[src/rtl/x8i_pkg.sv]
package x8i_pkg;
  localparam int PHASES    = 8;
  localparam int IN_LANES  = 2;
  localparam int OUT_LANES = PHASES * IN_LANES;
  localparam int COEF_W    = 16;
  localparam int DEF_TAPS  = 4;
  localparam int LATENCY   = 3;
  localparam int DEF_LEN   = PHASES * DEF_TAPS;

  // Triangular kernel: linear interpolation, peak 0.5 in Q15 per phase sum.
  function automatic logic [DEF_LEN*COEF_W-1:0] default_coefs();
    logic [DEF_LEN*COEF_W-1:0] r;
    int d;
    r = '0;
    for (int n = 0; n < DEF_LEN; n++) begin
      d = (n > 7) ? (n - 7) : (7 - n);
      if (n <= 14) r[n*COEF_W +: COEF_W] = COEF_W'(2048 * (8 - d));
    end
    return r;
  endfunction
endpackage

[src/rtl/x8i_history.sv]
module x8i_history #(
  parameter int DW = 16,
  parameter int HD = 2
) (
  input  logic                  clk,
  input  logic                  rst_n,
  input  logic                  load,
  input  logic [DW-1:0]         x0,
  input  logic [DW-1:0]         x1,
  output logic [HD*DW-1:0]      h0,
  output logic [HD*DW-1:0]      h1,
  output logic [HD*(DW+1)-1:0]  hs
);
  localparam int SW = DW + 1;

  logic [SW-1:0] sum_w;
  assign sum_w = {x0[DW-1], x0} + {x1[DW-1], x1};

  for (genvar g = 0; g < HD; g++) begin : g_stage
    logic [DW-1:0] src0, src1, nxt0, nxt1, q0, q1;
    logic [SW-1:0] srcs, nxts, qs;
    if (g == 0) begin : g_head
      assign src0 = x0;
      assign src1 = x1;
      assign srcs = sum_w;
    end else begin : g_tail
      assign src0 = q0_prev;
      assign src1 = q1_prev;
      assign srcs = qs_prev;
    end
    logic [DW-1:0] q0_prev, q1_prev;
    logic [SW-1:0] qs_prev;
    if (g == 0) begin : g_tie
      assign q0_prev = '0;
      assign q1_prev = '0;
      assign qs_prev = '0;
    end else begin : g_link
      assign q0_prev = h0[(g-1)*DW +: DW];
      assign q1_prev = h1[(g-1)*DW +: DW];
      assign qs_prev = hs[(g-1)*SW +: SW];
    end

    always_comb begin
      nxt0 = load ? src0 : q0;
      nxt1 = load ? src1 : q1;
      nxts = load ? srcs : qs;
    end

    always_ff @(posedge clk or negedge rst_n) begin
      if (!rst_n) begin
        q0 <= '0;
        q1 <= '0;
        qs <= '0;
      end else begin
        q0 <= nxt0;
        q1 <= nxt1;
        qs <= nxts;
      end
    end

    assign h0[g*DW +: DW] = q0;
    assign h1[g*DW +: DW] = q1;
    assign hs[g*SW +: SW] = qs;
  end
endmodule

[src/rtl/x8i_subfilter.sv]
module x8i_subfilter #(
  parameter int              XW   = 16,
  parameter int              CW   = 16,
  parameter int              HD   = 2,
  parameter int              AW   = 40,
  parameter logic [HD*CW-1:0] COEF = '0
) (
  input  logic [HD*XW-1:0]     hist,
  output logic signed [AW-1:0] acc
);
  always_comb begin
    acc = '0;
    for (int i = 0; i < HD; i++) begin
      acc = acc + AW'($signed(hist[i*XW +: XW])) * AW'($signed(COEF[i*CW +: CW]));
    end
  end
endmodule

[src/rtl/x8i_ffa_branch.sv]
module x8i_ffa_branch #(
  parameter int DW  = 16,
  parameter int CW  = 16,
  parameter int NT  = 4,
  parameter int AW  = 40,
  parameter int PH  = 0,
  parameter int NPH = 8,
  parameter logic [NPH*NT*CW-1:0] COEFS = '0
) (
  input  logic                     clk,
  input  logic                     rst_n,
  input  logic                     en,
  input  logic [(NT/2)*DW-1:0]     h0,
  input  logic [(NT/2)*DW-1:0]     h1,
  input  logic [(NT/2)*(DW+1)-1:0] hs,
  output logic signed [AW-1:0]     y_even,
  output logic signed [AW-1:0]     y_odd
);
  localparam int HD = NT / 2;
  localparam int SCW = CW + 1;

  function automatic logic [HD*CW-1:0] pick(input int odd);
    logic [HD*CW-1:0] r;
    for (int i = 0; i < HD; i++)
      r[i*CW +: CW] = COEFS[((2*i + odd)*NPH + PH)*CW +: CW];
    return r;
  endfunction

  function automatic logic [HD*SCW-1:0] pair_sum();
    logic [HD*SCW-1:0] r;
    for (int i = 0; i < HD; i++)
      r[i*SCW +: SCW] = SCW'($signed(COEFS[((2*i)*NPH + PH)*CW +: CW]))
                      + SCW'($signed(COEFS[((2*i + 1)*NPH + PH)*CW +: CW]));
    return r;
  endfunction

  localparam logic [HD*CW-1:0]  C_EVEN = pick(0);
  localparam logic [HD*CW-1:0]  C_ODD  = pick(1);
  localparam logic [HD*SCW-1:0] C_SUM  = pair_sum();

  logic signed [AW-1:0] a_w, b_w, c_w;

  x8i_subfilter #(.XW(DW), .CW(CW), .HD(HD), .AW(AW), .COEF(C_EVEN))
    u_sf_even (.hist(h0), .acc(a_w));
  x8i_subfilter #(.XW(DW), .CW(CW), .HD(HD), .AW(AW), .COEF(C_ODD))
    u_sf_odd  (.hist(h1), .acc(b_w));
  x8i_subfilter #(.XW(DW+1), .CW(SCW), .HD(HD), .AW(AW), .COEF(C_SUM))
    u_sf_sum  (.hist(hs), .acc(c_w));

  logic signed [AW-1:0] a_q, b_q, c_q, bp_q;
  logic signed [AW-1:0] a_d, b_d, c_d, bp_d;

  always_comb begin
    a_d  = en ? a_w : a_q;
    b_d  = en ? b_w : b_q;
    c_d  = en ? c_w : c_q;
    bp_d = en ? b_q : bp_q;
  end

  always_ff @(posedge clk or negedge rst_n) begin
    if (!rst_n) begin
      a_q  <= '0;
      b_q  <= '0;
      c_q  <= '0;
      bp_q <= '0;
    end else begin
      a_q  <= a_d;
      b_q  <= b_d;
      c_q  <= c_d;
      bp_q <= bp_d;
    end
  end

  assign y_even = a_q + bp_q;
  assign y_odd  = c_q - a_q - b_q;
endmodule

[src/rtl/x8i_round_sat.sv]
module x8i_round_sat #(
  parameter int AW = 40,
  parameter int OW = 16,
  parameter int SH = 14
) (
  input  logic signed [AW-1:0] acc,
  output logic [OW-1:0]        y
);
  localparam logic signed [AW-1:0] HALF = AW'(1) <<< (SH - 1);
  localparam logic signed [AW-1:0] MAXV = (AW'(1) <<< (OW - 1)) - AW'(1);
  localparam logic signed [AW-1:0] MINV = -MAXV - AW'(1);

  logic signed [AW-1:0] sh;

  always_comb begin
    sh = (acc + HALF) >>> SH;
    if (sh > MAXV)      y = MAXV[OW-1:0];
    else if (sh < MINV) y = MINV[OW-1:0];
    else                y = sh[OW-1:0];
  end
endmodule

[src/rtl/x8_interp_ffa.sv]
module x8_interp_ffa #(
  parameter int DW    = 16,
  parameter int OW    = 16,
  parameter int NT    = x8i_pkg::DEF_TAPS,
  parameter int SHIFT = 14,
  parameter logic [x8i_pkg::PHASES*NT*x8i_pkg::COEF_W-1:0] COEFS = x8i_pkg::default_coefs()
) (
  input  logic                               clk,
  input  logic                               rst_n,
  input  logic                               in_valid,
  input  logic [x8i_pkg::IN_LANES*DW-1:0]    in_data,
  output logic                               out_valid,
  output logic [x8i_pkg::OUT_LANES*OW-1:0]   out_data
);
  import x8i_pkg::*;

  localparam int HD = NT / 2;
  localparam int CW = COEF_W;
  localparam int AW = DW + CW + 4 + $clog2(HD);

  logic [HD*DW-1:0]     h0_w, h1_w;
  logic [HD*(DW+1)-1:0] hs_w;

  x8i_history #(.DW(DW), .HD(HD)) u_hist (
    .clk(clk), .rst_n(rst_n), .load(in_valid),
    .x0(in_data[0 +: DW]), .x1(in_data[DW +: DW]),
    .h0(h0_w), .h1(h1_w), .hs(hs_w)
  );

  logic v1_q, v2_q, v1_d, v2_d;

  always_comb begin
    v1_d = in_valid;
    v2_d = v1_q;
  end

  logic signed [AW-1:0] acc_w [OUT_LANES];
  logic [OW-1:0]        rnd_w [OUT_LANES];

  for (genvar p = 0; p < PHASES; p++) begin : g_phase
    x8i_ffa_branch #(
      .DW(DW), .CW(CW), .NT(NT), .AW(AW), .PH(p), .NPH(PHASES), .COEFS(COEFS)
    ) u_branch (
      .clk(clk), .rst_n(rst_n), .en(v1_q),
      .h0(h0_w), .h1(h1_w), .hs(hs_w),
      .y_even(acc_w[p]), .y_odd(acc_w[PHASES + p])
    );
  end

  for (genvar k = 0; k < OUT_LANES; k++) begin : g_lane
    x8i_round_sat #(.AW(AW), .OW(OW), .SH(SHIFT)) u_rs (
      .acc(acc_w[k]), .y(rnd_w[k])
    );
  end

  logic [OUT_LANES*OW-1:0] od_q, od_d;
  logic                    ov_q, ov_d;

  always_comb begin
    od_d = od_q;
    if (v2_q) begin
      for (int k = 0; k < OUT_LANES; k++) od_d[k*OW +: OW] = rnd_w[k];
    end
    ov_d = v2_q;
  end

  always_ff @(posedge clk or negedge rst_n) begin
    if (!rst_n) begin
      v1_q <= 1'b0;
      v2_q <= 1'b0;
      ov_q <= 1'b0;
      od_q <= '0;
    end else begin
      v1_q <= v1_d;
      v2_q <= v2_d;
      ov_q <= ov_d;
      od_q <= od_d;
    end
  end

  assign out_valid = ov_q;
  assign out_data  = od_q;
endmodule

[config.mk]
export PLATFORM = sky130hd
export DESIGN_NAME = x8_interp_ffa
export DESIGN_NICKNAME = d
export VERILOG_FILES = /design/src/rtl/x8i_pkg.sv /design/src/rtl/x8i_history.sv /design/src/rtl/x8i_subfilter.sv /design/src/rtl/x8i_ffa_branch.sv /design/src/rtl/x8i_round_sat.sv /design/src/rtl/x8_interp_ffa.sv
export SDC_FILE = /design/constraint.sdc
export NUM_CORES = 2
export LEC_CHECK = 0
export ABC_CLOCK_PERIOD_IN_PS = 5160
export BUFFER_PORTS_ARGS = -buffer_cell sky130_fd_sc_hd__buf_4
export CAP_MARGIN = 20
export CORE_ASPECT_RATIO = 1.4
export CORE_MARGIN = 10
export CORE_UTILIZATION = 41
export DETAILED_ROUTE_END_ITERATION = 6
export GPL_ROUTABILITY_DRIVEN = 1
export PLACE_DENSITY_LB_ADDON = 0.15
export SYNTH_ARGS = -nofsm -noshare
export SYNTH_HDL_FRONTEND = slang
export SYNTH_SLANG_ARGS = --single-unit
[constraint.sdc]
create_clock -name clk -period 5.16 [get_ports clk]
set_clock_uncertainty 0.05 [all_clocks]
set_input_delay 0.774 -clock clk [delete_from_list [all_inputs] [get_ports clk]]
set_output_delay 0.774 -clock clk [all_outputs]
set_load 0.1 [all_outputs]
# --- Word level (Yosys, flattened, before mapping) ---
# Cells that the tools add are included.
totals:
  reg_bits: 794
  input_bits: 35
  out_inout_bits: 257
  wordCells: 141
classes:
  addsub: 39
  n_mul: 8
  n_lt_le_gt_ge: 32
  muxes: 32
ops:
  columns: ["operator", "count"]
  rows:
  - ["$mux 16", 32]
  - ["$add 37x15->37 const B", 12]
  - ["$gt 23x16->1 const B", 13]
  - ["$lt 23x16->1 const B", 13]
  - ["$sub 31x37->37", 4]
  - ["$mul 16x4->20 const B", 4]
  - ["$mul 16x3->19 const B", 4]
  - ["$add 37x37->37", 2]
  - ["$sub 32x37->37", 2]
  - ["$sub 37x37->37", 2]
  - ["$add 30x15->31 const B", 2]
  - ["$add 27x37->37", 1]
  - ["$add 28x37->37", 1]
  - ["$add 37x27->37", 1]
  - ["$add 37x28->37", 1]
  - ["$sub 37x27->37", 1]
  - ["$sub 37x28->37", 1]
  - ["$add 33x15->34 const B", 1]
  - ["$add 32x15->33 const B", 1]
  - ["$sub 32x29->33", 1]
  - ["$sub 31x27->32", 1]
  - ["$sub 31x28->32", 1]
  - ["$sub 31x29->32", 1]
  - ["$sub 31x30->32", 1]
  - ["other kinds (8)", 8]

# --- Longest topological paths before layout ---
depth:
  word_depth: 6
  mapped_depth: 25
  depth_no_buf: 23

# --- Modules after synthesis ---
# Synthesis repeated with hierarchy kept, for this count alone.
unflattened:
  cells_unflattened: 12857
  area_unflattened_um2: 122881.6
by_module_without_submodules:
  columns: ["module", "n_inst", "cells_each", "area_each_um2", "seq_area_each_um2"]
  rows:
  - ["x8i_ffa_branch (g_phase[1].u_branch ...)", 4, 1094, 10675.2, 3703.6]
  - ["x8i_round_sat", 16, 106, 718.2, 0.0]
  - ["x8i_ffa_branch (g_phase[4].u_branch)", 1, 1035, 10242.3, 3703.6]
  - ["x8i_ffa_branch (g_phase[3].u_branch)", 1, 1041, 10204.8, 3703.6]
  - ["x8i_ffa_branch (g_phase[0].u_branch)", 1, 1020, 10050.9, 3703.6]
  - ["x8i_ffa_branch (g_phase[2].u_branch)", 1, 998, 9955.8, 3703.6]
  - ["x8_interp_ffa", 1, 543, 9669.3, 6481.2]
  - ["x8i_subfilter (g_phase[0].u_branch.u_sf_even ...)", 16, 38, 281.5, 0.0]
  - ["x8i_history", 1, 326, 4440.5, 2452.4]
  - ["x8i_subfilter (g_phase[1].u_branch.u_sf_odd ...)", 4, 127, 1019.7, 0.0]
  - ["x8i_subfilter (g_phase[0].u_branch.u_sf_odd ...)", 2, 222, 1691.6, 0.0]
  - ["x8i_subfilter (g_phase[2].u_branch.u_sf_odd ...)", 2, 131, 1079.8, 0.0]

# --- Worst setup path before layout ---
# No wires, ideal clock.
synth_path:
  path_kind: "register to register"
  from: "register g_phase[5].u_branch.c_q[14] (netlist name)"
  to: "register od_q[132] (netlist: out_data[132])"
  setup_time_ns: 0.090
  arrival_ns: 4.987
  t_required_ns: 5.020
  path_slack_ns: 0.033
  path_stages_with_launch: 22
  n_path_buf: 1
  synth_period_minus_slack_ns: 5.127
  cell_sequence: "dfrtp_1 ha_1 nor4b_1 o21ai_0 a21boi_0 o21ai_0 a21oi_1 o41ai_1 inv_1 a21o_1 a21oi_1 xnor2_1 ha_1 ha_1 nand3_1 a2bb2oi_2 a221oi_1 o21ai_0 a211oi_2 a41oi_1 buf_4 o221ai_1"
synth_rtl:
  columns: ["element", "line", "text"]
  rows:
  - ["to (signal assigned)", "x8_interp_ffa.sv:72", "od_q <= '0;"]
  - ["to (signal assigned)", "x8_interp_ffa.sv:77", "od_q <= od_d;"]
  - ["to (decl)", "x8_interp_ffa.sv:56", "logic [OUT_LANES*OW-1:0] od_q, od_d;"]

==> results.py <==
metrics = {
    "clock_network": {
        "cts_inserted_buffers": 57,
        "clk-insertion-delay-late_ps": 660,
        "clockRootBuffer": "sky130_fd_sc_hd__clkbuf_16",
        "ctsHtreeMaxLevel": 2,
        "clkSlewWorstSetupHoldPaths_ps": 70,
        "ctsLongestPathBuffers": 3,
        "clock_sinks": 535,
        "cts_tree": "yes",
    },
    "worst_setup_path": {
        "critPathMaxStageDelay_ps": 390,
        "required_ps": 5660,
        "critical_path.max_fanout": 7,
        "cpMostUsedCell": "sky130_fd_sc_hd__buf_4",
        "setup.worst_path.class": "reg2reg",
        "timing.critical_path.from_type": "flip-flop",
        "reg2reg_from": "g_phase[3].u_branch.a_q[15]",
        "crit-reg2reg-capture": "out_data[150]",
        "critPathCaptureType": "flip-flop",
        "cpMaxStageDelayCell": "sky130_fd_sc_hd__dfrtp_1",
        "data_arrival_at_the_endpoint_of_the_critical_path_ps": 5550,
        "worst_setup_path_startpoint": "g_phase[3].u_branch.a_q[15]",
        "worst-r2r-setup-slack_ps": 110,
        "reg2reg_depth": 27,
    },
    "routing": {
        "drt_drc_violations_left": 0,
        "avgRoutedWirePerCell_microns": 23.1,
        "final_antenna_net_count": 0,
        "avgViaCountPerCell": 5.57,
        "routed_wl_microns": 151000,
        "detailedRoute.firstIterationViolations": 2559,
        "detailroute.via_count": 36378,
        "first_pass_iters": 5,
    },
    "yosys": {
        "synth_flop_cell": "sky130_fd_sc_hd__dfrtp_1",
        "yosys.area.top_type_share_pct": 30.4,
        "post_synth_num_cell_types": 105,
        "yosys_register_bits": 535,
        "yosys_warning_total": 0,
        "avgSynthCellArea_sq_um": 9.50,
        "netlist_area_sq_um": 44000,
        "synth_most_common_cell": "sky130_fd_sc_hd__ha_1",
        "netlist_top_cells_count": "653 x sky130_fd_sc_hd__ha_1, 535 x sky130_fd_sc_hd__dfrtp_1, 446 x sky130_fd_sc_hd__inv_1",
        "postSynth.asyncResetShare_pct": 100,
        "yosys.area.top_type": "sky130_fd_sc_hd__dfrtp_1",
        "syn_nets": 5440,
        "syn-instance-count": 4631,
        "synth-edff-count": 0,
        "synth.top_cells.by_area": "sky130_fd_sc_hd__dfrtp_1 30%, sky130_fd_sc_hd__ha_1 19%, sky130_fd_sc_hd__fa_1 5.5%, sky130_fd_sc_hd__xnor2_1 3.8%, sky130_fd_sc_hd__inv_1 3.8%",
        "yosysSeqAreaShare_pct": 30.4,
    },
    "global_route": {
        "antenna_found_initial": 7,
        "groute.usage.overall_pct": 24.1,
        "via_count_of_the_first_global_routing_pass": 35657,
        "grt_max_degree": 130,
        "globalRouteOverflowTotal": 0,
        "first_pass_grt_wire_length_microns": 226000,
    },
    "place": {
        "io_buffers": 291,
        "place.detailed.hpwl_microns": 122000,
        "pre_cts_ws_ps": -429,
        "finalWeightedCongestion": 0.951,
        "dp.cells": 6403,
    },
    "sta": {
        "final-max-slew-violation-count": 0,
        "hold-worst-slack_ps": 61.6,
        "final-setup-viol-count": 0,
        "finalHoldViolations": 0,
        "timing.max_slew.rel_slack_pct": 37.9,
        "rsz_0062_raised_after_global_routing": "yes",
        "finalWorstSetupSlack_ps": 113,
        "final_period_minus_worst_setup_slack_ps": 5050,
        "maxClockFrequency_mhz": 198,
        "timing.final.crit_share_pct": 97.8,
        "worstMarginPinSlew_ps": 930,
    },
    "floorplanning": {
        "area_of_the_die_sq_um": 121000,
        "initial_core_util_pct": 41.2,
        "row_count": 142,
        "dieWidth_microns": 297,
        "core_region_area_sq_um": 107000,
        "boundaryPins": 292,
        "chipHeight_microns": 408,
    },
    "hold_path": {
        "min-delay-path-class": "in2async",
    },
    "finish": {
        "finish.net_count": 5850,
        "final.fill_count": 10156,
        "area_growth_syn_to_layout_pct": 17.6,
        "fraction_of_final_layout_cells_sized_beyond_drive_strength_1_pct": 17.6,
        "multiInputGateArea_sq_um": 29000,
        "stdcell_count": 6529,
        "seqCellArea_sq_um": 13400,
        "final_core_density_pct": 48.5,
    },
    "run": {
        "maxCapViolations": 0,
    },
    "outcome": {
        "outcome": "completed",
    },
}
metrics by stage:
| stage | setup TNS [ps] | cell area (sq um) |
|---|---|---|
| floorplan | 0 | 44000 |
| global placement | -8370 | 48900 |
| detailed placement | -10270 | 48900 |
| CTS | 0 | 51000 |
| global route | -1640 | 51800 |
| finish | 0 | 51800 |
layout by cell type (no fill, tap or decap), types with 15 or more instances in the layout:
master                      netlist  layout
sky130_fd_sc_hd__o21bai_1        31      31
sky130_fd_sc_hd__o22ai_1         25      25
sky130_fd_sc_hd__xnor2_1        192     190
sky130_fd_sc_hd__nor3_1          85      73
sky130_fd_sc_hd__ha_1           653     638
sky130_fd_sc_hd__nor2b_1         54      54
sky130_fd_sc_hd__a221o_1         53      53
sky130_fd_sc_hd__a21o_1         110     109
sky130_fd_sc_hd__o221ai_1        46      44
sky130_fd_sc_hd__o31a_1          15      15
sky130_fd_sc_hd__a21oi_2          4      22
sky130_fd_sc_hd__and2_1          28      28
sky130_fd_sc_hd__nand4_1         15      15
sky130_fd_sc_hd__nand3_1         87      84
sky130_fd_sc_hd__xor2_1         134     133
sky130_fd_sc_hd__fa_1           121     121
sky130_fd_sc_hd__dfrtp_1        535     533
sky130_fd_sc_hd__clkbuf_16        0      60
sky130_fd_sc_hd__or2_2           27      27
sky130_fd_sc_hd__a31oi_1         54      52
sky130_fd_sc_hd__mux2i_1         17      17
sky130_fd_sc_hd__o221a_2         17      17
sky130_fd_sc_hd__a211oi_1        30      26
sky130_fd_sc_hd__nor2_1         280     274
sky130_fd_sc_hd__mux2_2         119     119
sky130_fd_sc_hd__o211ai_1        17      17
sky130_fd_sc_hd__or3_1           30      28
sky130_fd_sc_hd__and3_1          32      32
sky130_fd_sc_hd__o21a_1          57      57
sky130_fd_sc_hd__nand2b_1        45      45
sky130_fd_sc_hd__nand2_1        298     297
sky130_fd_sc_hd__inv_1          446     442
sky130_fd_sc_hd__buf_4            5     471
sky130_fd_sc_hd__a21oi_1        282     263
sky130_fd_sc_hd__o21ai_0        278     269
sky130_fd_sc_hd__o22a_1          31      31
worst max-delay path, delay by kind of cell (launching register included):
family	cells	cell delay, ps
xor gates and xnor gates	2	310
and+or+nand+nor	4	750
DFF	1	390
AOI/OAI and AO/OA	12	1830
adders and majority gates	3	740
buffers and inverters	6	850
logic make-up (layout without fill, tap and decap cells):
logic type               Yosys count  after routing  share of synthesized area [%]
XOR/XNOR                         326            326                           6.49
flip-flops                       535            535                           30.4
AND/OR/NAND/NOR                 1043           1043                           11.3
AO/OA/AOI/OAI                   1229           1229                           19.2
adder cells (fa/ha/maj)          775            775                           24.1
multiplexers                     136            136                           3.43
other                              0              1                              0
buffers and inverters            587           1044                           5.12
how the worst max path moves through the flow:
stage,end,depth (start not counted)
floorplan,out_data[132],21
global placement,out_data[148],24
detailed placement,out_data[153],24
CTS,out_data[154],26
global route,out_data[150],27
finish,out_data[150],27
sequential cells by signal (all words and copies together) (netlist names):
name and count:
out_valid 1, g_phase.u_branch.c_q 17, u_hist.g_stage.qs 17, u_hist.g_stage.q1 16, g_phase.u_branch.b_q 70, g_phase.u_branch.a_q 70, g_phase.u_branch.bp_q 70, u_hist.g_stage.q0 16
v1_q 1, ov_d 1, out_data 256
metal layers:
| metal | part of all wire [%] | GRT usage [%] |
|---|---|---|
| met4 | 3.6 | 8.28 |
| met1 | 45 | 31.9 |
| met2 | 47 | 40.0 |
| met5 | 0.0086 | 0 |
| met3 | 4.8 | 3.34 |
area by class of cell:
type / instances / share of cell area, %
diodes: 1 / 0.00483
flip-flops and latches: 535 / 25.9
well taps: 1440 / 3.48
inverters: 447 / 3.25
clock buffers: 84 / 3.25
multi-input cells: 3509 / 56.1
clock inverters: 22 / 0.563
repair buffers: 491 / 7.46
timing repair:
item | 4_1_cts | 5_1_grt
resized for setup | 25 | 114
cloned | 0 | 3
pin swaps | 4 | 73
setup endpoints to repair | 30 | 31
setup buffers | 1 | 14
hold buffers | 0 | 0
Power is not shown: default switching activity piles up to over one toggle a cycle in this logic, so the estimate is an artifact.
